==> src/rtl/palette_pkg.sv <==
package palette_pkg;
   // register select bit 0: pointer or data register
   typedef enum logic {
      REG_POINTER = 1'b0,
      REG_DATA    = 1'b1
   } reg_kind_e;

   localparam int BG_CHANNEL  = 0;
   localparam int OBJ_CHANNEL = 1;
endpackage

==> src/rtl/palette_decode.sv <==
module palette_decode
   import palette_pkg::*;
#(
   parameter int NUM_CH = 2,
   localparam int CH_W   = (NUM_CH > 1) ? $clog2(NUM_CH) : 1,
   localparam int ADDR_W = CH_W + 1
) (
   input  logic              clk,
   input  logic              rst_n,
   input  logic              enable,
   input  logic              wr,
   input  logic [ADDR_W-1:0] addr,
   output logic [NUM_CH-1:0] ptr_wr,
   output logic [NUM_CH-1:0] dat_wr
);
   logic [CH_W-1:0] ch;
   reg_kind_e       kind;

   assign ch   = addr[ADDR_W-1:1];
   assign kind = reg_kind_e'(addr[0]);

   for (genvar c = 0; c < NUM_CH; c++) begin : g_sel
      assign ptr_wr[c] = enable && wr && (ch == CH_W'(c)) && (kind == REG_POINTER);
      assign dat_wr[c] = enable && wr && (ch == CH_W'(c)) && (kind == REG_DATA);
   end

   // at most one register strobe per bus write
   assert_one_target_R1: assert property (@(posedge clk) disable iff (!rst_n)
      $onehot0({ptr_wr, dat_wr}));
endmodule

==> src/rtl/palette_channel.sv <==
module palette_channel #(
   parameter int DATA_W = 8,
   parameter int IDX_W  = 6,
   localparam int DEPTH  = 1 << IDX_W,
   localparam int FILL_W = DATA_W - IDX_W - 1
) (
   input  logic              clk,
   input  logic              rst_n,
   input  logic              ptr_wr,
   input  logic              dat_wr,
   input  logic [DATA_W-1:0] wdata,
   output logic [DATA_W-1:0] ptr_byte,
   output logic [DATA_W-1:0] dat_byte,
   input  logic [IDX_W-1:0]  vid_idx,
   output logic [DATA_W-1:0] vid_byte,
   output logic              changed
);
   logic [DATA_W-1:0] ram [DEPTH];
   logic              step_q;
   logic [IDX_W-1:0]  ptr_q;
   logic              chg_q;

   always_ff @(posedge clk) begin
      if (!rst_n) begin
         step_q <= 1'b1;
         ptr_q  <= '1;
         chg_q  <= 1'b0;
         for (int i = 0; i < DEPTH; i++) ram[i] <= '1;
      end else begin
         chg_q <= 1'b0;
         if (ptr_wr) begin
            step_q <= wdata[DATA_W-1];
            ptr_q  <= wdata[IDX_W-1:0];
         end else if (dat_wr) begin
            ram[ptr_q] <= wdata;
            chg_q      <= (ram[ptr_q] != wdata);
            if (step_q) ptr_q <= ptr_q + IDX_W'(1);
         end
      end
   end

   assign ptr_byte = {step_q, {FILL_W{1'b1}}, ptr_q};
   assign dat_byte = ram[ptr_q];
   assign vid_byte = ram[vid_idx];
   assign changed  = chg_q;

   // stepping write moves the pointer by one, modulo depth
   assert_ptr_step_R3: assert property (@(posedge clk) disable iff (!rst_n)
      (dat_wr && !ptr_wr && ptr_byte[DATA_W-1]) |=>
      (ptr_byte[IDX_W-1:0] == IDX_W'($past(ptr_byte[IDX_W-1:0]) + 1)));
   // non-stepping write leaves the pointer register alone
   assert_ptr_hold_R3: assert property (@(posedge clk) disable iff (!rst_n)
      (dat_wr && !ptr_wr && !ptr_byte[DATA_W-1]) |=> $stable(ptr_byte));
   // change pulse only follows a data write
   assert_chg_cause_R8: assert property (@(posedge clk) disable iff (!rst_n)
      changed |-> $past(dat_wr));
endmodule

==> src/rtl/palette_port.sv <==
module palette_port #(
   parameter int NUM_CH  = 2,
   parameter int DATA_W  = 8,
   parameter int IDX_W   = 6,
   parameter bit VID_REG = 1'b1,
   localparam int CH_W   = (NUM_CH > 1) ? $clog2(NUM_CH) : 1,
   localparam int ADDR_W = CH_W + 1
) (
   input  logic              clk,
   input  logic              rst_n,
   input  logic              legacy_mode,
   input  logic              pal_accessible,
   input  logic              bus_wr,
   input  logic              bus_rd,
   input  logic [ADDR_W-1:0] bus_addr,
   input  logic [DATA_W-1:0] bus_wdata,
   output logic [DATA_W-1:0] bus_rdata,
   input  logic [CH_W-1:0]   vid_ch,
   input  logic [IDX_W-1:0]  vid_idx,
   output logic [DATA_W-1:0] vid_data,
   output logic [NUM_CH-1:0] pal_changed
);
   if (DATA_W < IDX_W + 2) begin : g_bad_width
      $error("palette_port: DATA_W must leave room for flag and fill bit");
   end
   if (NUM_CH < 2 || (1 << CH_W) != NUM_CH) begin : g_bad_count
      $error("palette_port: NUM_CH must be a power of two, at least 2");
   end

   logic [NUM_CH-1:0]             ptr_wr, dat_wr;
   logic [NUM_CH-1:0][DATA_W-1:0] ptr_bytes, dat_bytes, vid_bytes;
   logic [CH_W-1:0]               rd_ch;
   logic [DATA_W-1:0]             rd_next;
   logic                          enabled;

   assign enabled = !legacy_mode;

   palette_decode #(.NUM_CH(NUM_CH)) u_decode (
      .clk    (clk),
      .rst_n  (rst_n),
      .enable (enabled),
      .wr     (bus_wr),
      .addr   (bus_addr),
      .ptr_wr (ptr_wr),
      .dat_wr (dat_wr)
   );

   for (genvar c = 0; c < NUM_CH; c++) begin : g_ch
      palette_channel #(.DATA_W(DATA_W), .IDX_W(IDX_W)) u_ch (
         .clk      (clk),
         .rst_n    (rst_n),
         .ptr_wr   (ptr_wr[c]),
         .dat_wr   (dat_wr[c]),
         .wdata    (bus_wdata),
         .ptr_byte (ptr_bytes[c]),
         .dat_byte (dat_bytes[c]),
         .vid_idx  (vid_idx),
         .vid_byte (vid_bytes[c]),
         .changed  (pal_changed[c])
      );
   end

   assign rd_ch = bus_addr[ADDR_W-1:1];

   always_comb begin
      if (!bus_addr[0])
         rd_next = ptr_bytes[rd_ch];
      else if (enabled && pal_accessible)
         rd_next = dat_bytes[rd_ch];
      else
         rd_next = '1;
   end

   always_ff @(posedge clk) begin
      if (!rst_n) bus_rdata <= '1;
      else if (bus_rd) bus_rdata <= rd_next;
   end

   if (VID_REG) begin : g_vid_reg
      always_ff @(posedge clk) begin
         if (!rst_n) vid_data <= '1;
         else vid_data <= vid_bytes[vid_ch];
      end
   end else begin : g_vid_comb
      assign vid_data = vid_bytes[vid_ch];
   end

   // legacy-mode writes leave every pointer register as it was
   assert_legacy_ignore_R5: assert property (@(posedge clk) disable iff (!rst_n)
      (legacy_mode && bus_wr) |=> $stable(ptr_bytes));
   // gated data read yields all ones
   assert_gated_read_R4: assert property (@(posedge clk) disable iff (!rst_n)
      (bus_rd && bus_addr[0] && (legacy_mode || !pal_accessible)) |=> (bus_rdata == '1));
   // reads alone never move a pointer
   assert_read_no_step_R4: assert property (@(posedge clk) disable iff (!rst_n)
      (bus_rd && !bus_wr) |=> $stable(ptr_bytes));
   // read data holds between reads
   assert_rdata_hold_R7: assert property (@(posedge clk) disable iff (!rst_n)
      !bus_rd |=> $stable(bus_rdata));
endmodule

==> config.mk <==
export PLATFORM = sky130hd
export DESIGN_NAME = palette_port
export DESIGN_NICKNAME = d
export VERILOG_FILES = /design/src/rtl/palette_pkg.sv /design/src/rtl/palette_decode.sv /design/src/rtl/palette_channel.sv /design/src/rtl/palette_port.sv
export SDC_FILE = /design/constraint.sdc
export NUM_CORES = 2
export LEC_CHECK = 0
export BUFFER_PORTS_ARGS = -buffer_cell sky130_fd_sc_hd__buf_2
export CAP_MARGIN = 20
export CELL_PAD_IN_SITES_DETAIL_PLACEMENT = 1
export CELL_PAD_IN_SITES_GLOBAL_PLACEMENT = 2
export CORE_ASPECT_RATIO = 0.7
export CORE_UTILIZATION = 50
export CTS_CLUSTER_DIAMETER = 30
export DETAILED_ROUTE_END_ITERATION = 6
export HOLD_SLACK_MARGIN = 0.15
export PLACE_DENSITY_LB_ADDON = 0.1
export SYNTH_ARGS = -nofsm -noshare
export SYNTH_HDL_FRONTEND = slang
export SYNTH_HIERARCHICAL = 1
export SYNTH_SLANG_ARGS = --single-unit
==> constraint.sdc <==
create_clock -name clk -period 5.95 [get_ports clk]
set_input_delay 0.8925 -clock clk [delete_from_list [all_inputs] [get_ports clk]]
set_output_delay 0.8925 -clock clk [all_outputs]
set_load 0.1 [all_outputs]
Word level (Yosys, flattened, before mapping)
Memories as Yosys holds them, arrays and structs flattened. A register that Yosys moved wholly into a read port is not among the register bits.
Index checks and enable logic that the tools add are counted.
- equal/unequal tests: 2
- multiply operators: 0
- reductions and logical operators: 19
- $add $sub $neg: 2
- magnitude comparators: 2
- bitwise operators: 5
- multiplexer cells: 33
- div/mod/pow operators: 0
- shift operators: 0
- operators by type and width (cell ; number):
    8-bit two-way mux ; 10
    6-bit two-way mux ; 12
    8-bit != test ; 2
    8-bit OR reduction ; 2
    6-bit by 1-bit adder with 6-bit output, second input constant ; 2
    1-bit two-way mux ; 11
    1-bit logical AND ; 8
    2-bit nonzero test ; 4
    3-bit OR reduction ; 2
    1-bit NOT ; 5
    1-bit by 2-bit less-than comparator with 1-bit output, second input constant ; 2
    2-bit AND reduction ; 2
    1-bit logical NOT ; 1
- ROM bits: 0
- register bits after elaboration: 32
- bits in writable memories: 1024
- input port bits: 23
- output and inout bits: 18
- logic and storage cells: 73
- bits in latches: 0
- memories kept: 2
- memory list (memory ; depth ; width ; read ports ; clocked after memory_dff ; write ports ; RTL line ; source):
    g_ch[0].u_ch.ram ; 64 ; 8 ; 2 ; 1 ; 64 ; palette_channel.sv:18 ; logic [DATA_W-1:0] ram [DEPTH];
    g_ch[1].u_ch.ram ; 64 ; 8 ; 2 ; 1 ; 64 ; palette_channel.sv:18 ;

Logic depth before layout (Yosys ltp)
- depth in word-level cells: 10
- mapped depth: 12
- depth with buffers taken out: 8

Modules after synthesis
The synthesis kept the hierarchy.
- modules (own cells, without submodules) (module ; times used ; cells each ; area an instance (µm²)):
    palette_channel ; 2 ; 1914 ; 28652.5
    palette_port ; 1 ; 75 ; 794.5
    palette_decode ; 1 ; 4 ; 45.0

Least setup slack after synthesis
Ideal clock, no wire load.
- kind: input port to flip-flop
- start point: input port vid_idx[0]
- end point: register vid_data[0]
- library setup time: 0.115 ns
- cell stages on the path: 7
- data required time: 5.835 ns
- path slack: 2.741 ns
- arrival: 3.094 ns
- buffers on the path: 2
- cells stage by stage: buf_2 > buf_2 > mux4_2 > mux4_2 > mux4_2 > mux2i_1 > nand2_1
- RTL lines (element ; RTL line ; source):
    start: declaration ; palette_port.sv:19 ; input logic [IDX_W-1:0] vid_idx,
    end signal: assignment ; palette_port.sv:82 ; else vid_data <= vid_bytes[vid_ch];
    end: declaration ; palette_port.sv:20 ; output logic [DATA_W-1:0] vid_data,

==> impl_metrics.env <==
export IMPL_r2r_end="bus_rdata[4]$_SDFFE_PN1P_"
export IMPL_required_ns=6.65
export IMPL_worst_pin_slew_ns=1.19
export IMPL_nFillCells=10500
export IMPL_drt_iter0_drc=6338
export IMPL_synth_compound_area_share_pct=3.06
export IMPL_end_kind="flop"
export IMPL_met3_usage_pct=12.8
export IMPL_power_mw=20.5
export IMPL_finalSetupViolCount=0
export IMPL_dp_hpwl_mm=142
export IMPL_min_path_cells=2
export IMPL_yosysWarnings=6
export IMPL_tns_ns=0
export IMPL_cts_sinks=1068
export IMPL_clock_skew_ns=0.0306
export IMPL_ys_seq_elements=1068
export IMPL_avgSynthCellArea_um2=14.9
export IMPL_fin_crit_ns=4.27
export IMPL_cpPeakStageDelay_ns=0.87
export IMPL_ir_drop_mv=0.327
export IMPL_synthesis_nets=3932
export IMPL_place_area_um2=59600
export IMPL_grt_pass1_vias=39300
export IMPL_initial_core_util_pct=50.5
export IMPL_firstDrtPassIters=7
export IMPL_relSlewSlack_pct=20.5
export IMPL_path_clk_slew_ns=0.05
export IMPL_die_h_um=287
export IMPL_place_ws_ns=1.30
export IMPL_synth_edf_count=1024
export IMPL_drt_total_wl_mm=214
export IMPL_crit_chain="buf_12 > nor2_1 > buf_4 > a22oi_1 > a21oi_1 > a21oi_1 > a21oi_1 > mux2i_1 > a221oi_1"
export IMPL_min_to="vid_data[1]$_SDFF_PN1_"
export IMPL_worst_slack_ns=1.68
export IMPL_drive_above_1_share_pct=40.5
export IMPL_synthMuxAreaShare_pct=23.8
export IMPL_fmax_ghz=0.234
export IMPL_root_buffer="clkbuf_16"
export IMPL_status="finished, violations left"
export IMPL_report_final_slew_viol_count=0
export IMPL_hold_start="rst_n"
export IMPL_synth_top_family_by_area="multiplexers"
export IMPL_insertion_delay_ns=0.82
export IMPL_grt_use_met1_pct=55.5
export IMPL_crit_fanout=28
export IMPL_wire_per_inst_um=38.4
export IMPL_final_cell_area_um2=66100
export IMPL_maxCapViolations=0
export IMPL_final_common_cell="edfxtp_1"
export IMPL_synth_cell_types=78
export IMPL_hold_viol=0
export IMPL_antenna_found_initial=18
export IMPL_fp_dieArea_um2=118000
export IMPL_numPortBuffers=40
export IMPL_cpMostUsedCell="a21oi_1"
export IMPL_criticalPathCategory="reg2reg"
export IMPL_htreeDepth=4
export IMPL_synthFlopType="edfxtp_1"
export IMPL_cts_buffers=193
export IMPL_synth_async_sr_flop_share_pct=0
export IMPL_cts_tree="built"
export IMPL_hold_path_class="in2reg"
export IMPL_start_kind="flop"
export IMPL_power_density_nw_per_um2=310
export IMPL_rsz0062_at_grt="false"
export IMPL_syn2layout_area_growth_pct=13.7
export IMPL_path_delay_family="compound AO/OA/AOI/OAI gates"
export IMPL_vias=39700
export IMPL_grt_pass1_wl_mm=302
export IMPL_holdWs_ns=0.345
export IMPL_worstRegToRegCells=9
export IMPL_cts_resized=0
export IMPL_route_detailed_drc=12
export IMPL_grt_start_max_net_pins=131
export IMPL_antenna_left=0
export IMPL_synthSimpleGateAreaFrac_pct=14.4
export IMPL_track_usage_pct=36.4
export IMPL_final_cell_mix="edfxtp_1, mux4_2, or2_2"
export IMPL_fin_nets=3890
export IMPL_top_usage_layer="met1"
export IMPL_period_share_pct=71.8
export IMPL_post_cts_buffers=0
export IMPL_io_pins=41
export IMPL_p_leak_nw=17.4
export IMPL_cts_buffer_depth=3
export IMPL_violations="design-rule violations"
export IMPL_dp_cells=5196
export IMPL_synthAdderAreaFrac_pct=0.0430
export IMPL_place_congestion=0.967
export IMPL_fp_row_count=104
export IMPL_fin_cells=5572
export IMPL_arrival_ns=4.97
export IMPL_finalCoreUtilization_pct=57.4
export IMPL_netlist_area_um2=58100
export IMPL_cts_hold_buffers=0
export IMPL_cp_slowest_cell="nor2_1"
export IMPL_die_w_um=410
export IMPL_vias_per_cell=7.13
export IMPL_met2_usage_pct=50.0
export IMPL_synth_xor_area_share_pct=0.392
export IMPL_core_um2=115000
export IMPL_yosysSeqAreaShare_pct=54.4
export IMPL_cp_num_cells=9
export IMPL_r2r_slack_ns=1.68
export IMPL_gr_total_overflow=0
export IMPL_path_buf_inv=2
export IMPL_synthCells=3907
## flip-flops by register name (all words and copies together), names as in the netlist, named ones only
name and count:
g_ch.u_ch/ram 1024, g_ch.u_ch/step_q 2, vid_data 8, g_ch.u_ch/changed 2
g_ch.u_ch/ptr_q 12, bus_rdata 8
## kinds of logic (layout without fill, tap and decap cells)
kind of cell	count (synthesis)	count (layout)
flops	1068	1068
fa+ha+maj	2	2
compound gates	260	260
buf+inv	448	572
simple gates	1429	1429
other cells	2	6
mux	672	672
xor+xnor	26	26
## how the worst max path moves through the flow
stage	end	from	slack, ns
after global placement	g_ch[1].u_ch/ram[53][6]$_SDFFCE_PN1P_	bus_addr[1]	1.32
final	bus_rdata[4]$_SDFFE_PN1P_	flop	1.68
after CTS	bus_rdata[4]$_SDFFE_PN1P_	flop	1.98
after floorplan	vid_data[0]$_SDFF_PN1_	vid_idx[0]	2.74
after detailed placement	g_ch[0].u_ch/ram[21][4]$_SDFFCE_PN1P_	bus_addr[1]	1.30
after global routing	g_ch[0].u_ch/changed$_SDFF_PN0_	flop	1.83
## cell type report
type,instances,area [µm²],area share (%)
diodes,4,10.0,0.0151
clock buffers,221,5010,7.57
clock inverters,140,1410,2.13
inverters,11,41.3,0.0625
multi-input cells,2391,24400,36.8
flip-flops and latches,1068,31600,47.9
well taps,1537,1920,2.91
repair buffers,200,1720,2.61
## power by group
part,internal [mW],switching [mW],leakage (nW)
Clock,6.89,4.02,3.09
Combinational,0.346,0.932,6.99
Sequential,8.23,0.0542,7.31
Total,15.5,5.00,17.4
## cell usage after synthesis, types with 23 or more instances
cell / number / area [µm²]
buf_2: 61 / 305
or3_1: 518 / 3240
clkbuf_1: 305 / 1140
buf_6: 23 / 259
a22oi_1: 46 / 345
a21oi_1: 30 / 150
mux2i_1: 104 / 1040
mux4_2: 544 / 12300
dfxtp_1: 44 / 881
or2_2: 520 / 3250
o21ai_0: 76 / 380
edfxtp_1: 1024 / 30700
nor2_1: 36 / 135
nand2_1: 229 / 860
## per-layer routing
metal / routed length [µm] / part of all wire (%) / vias to the layer above
met4: 4060 / 1.9 / 10
met2: 89700 / 42 / 2795
met1: 88800 / 42 / 21200
met5: 56 / 0.026 / -
met3: 31100 / 15 / 305
li1: - / - / 15400
Note: power is estimated with default switching activity, not from simulation.
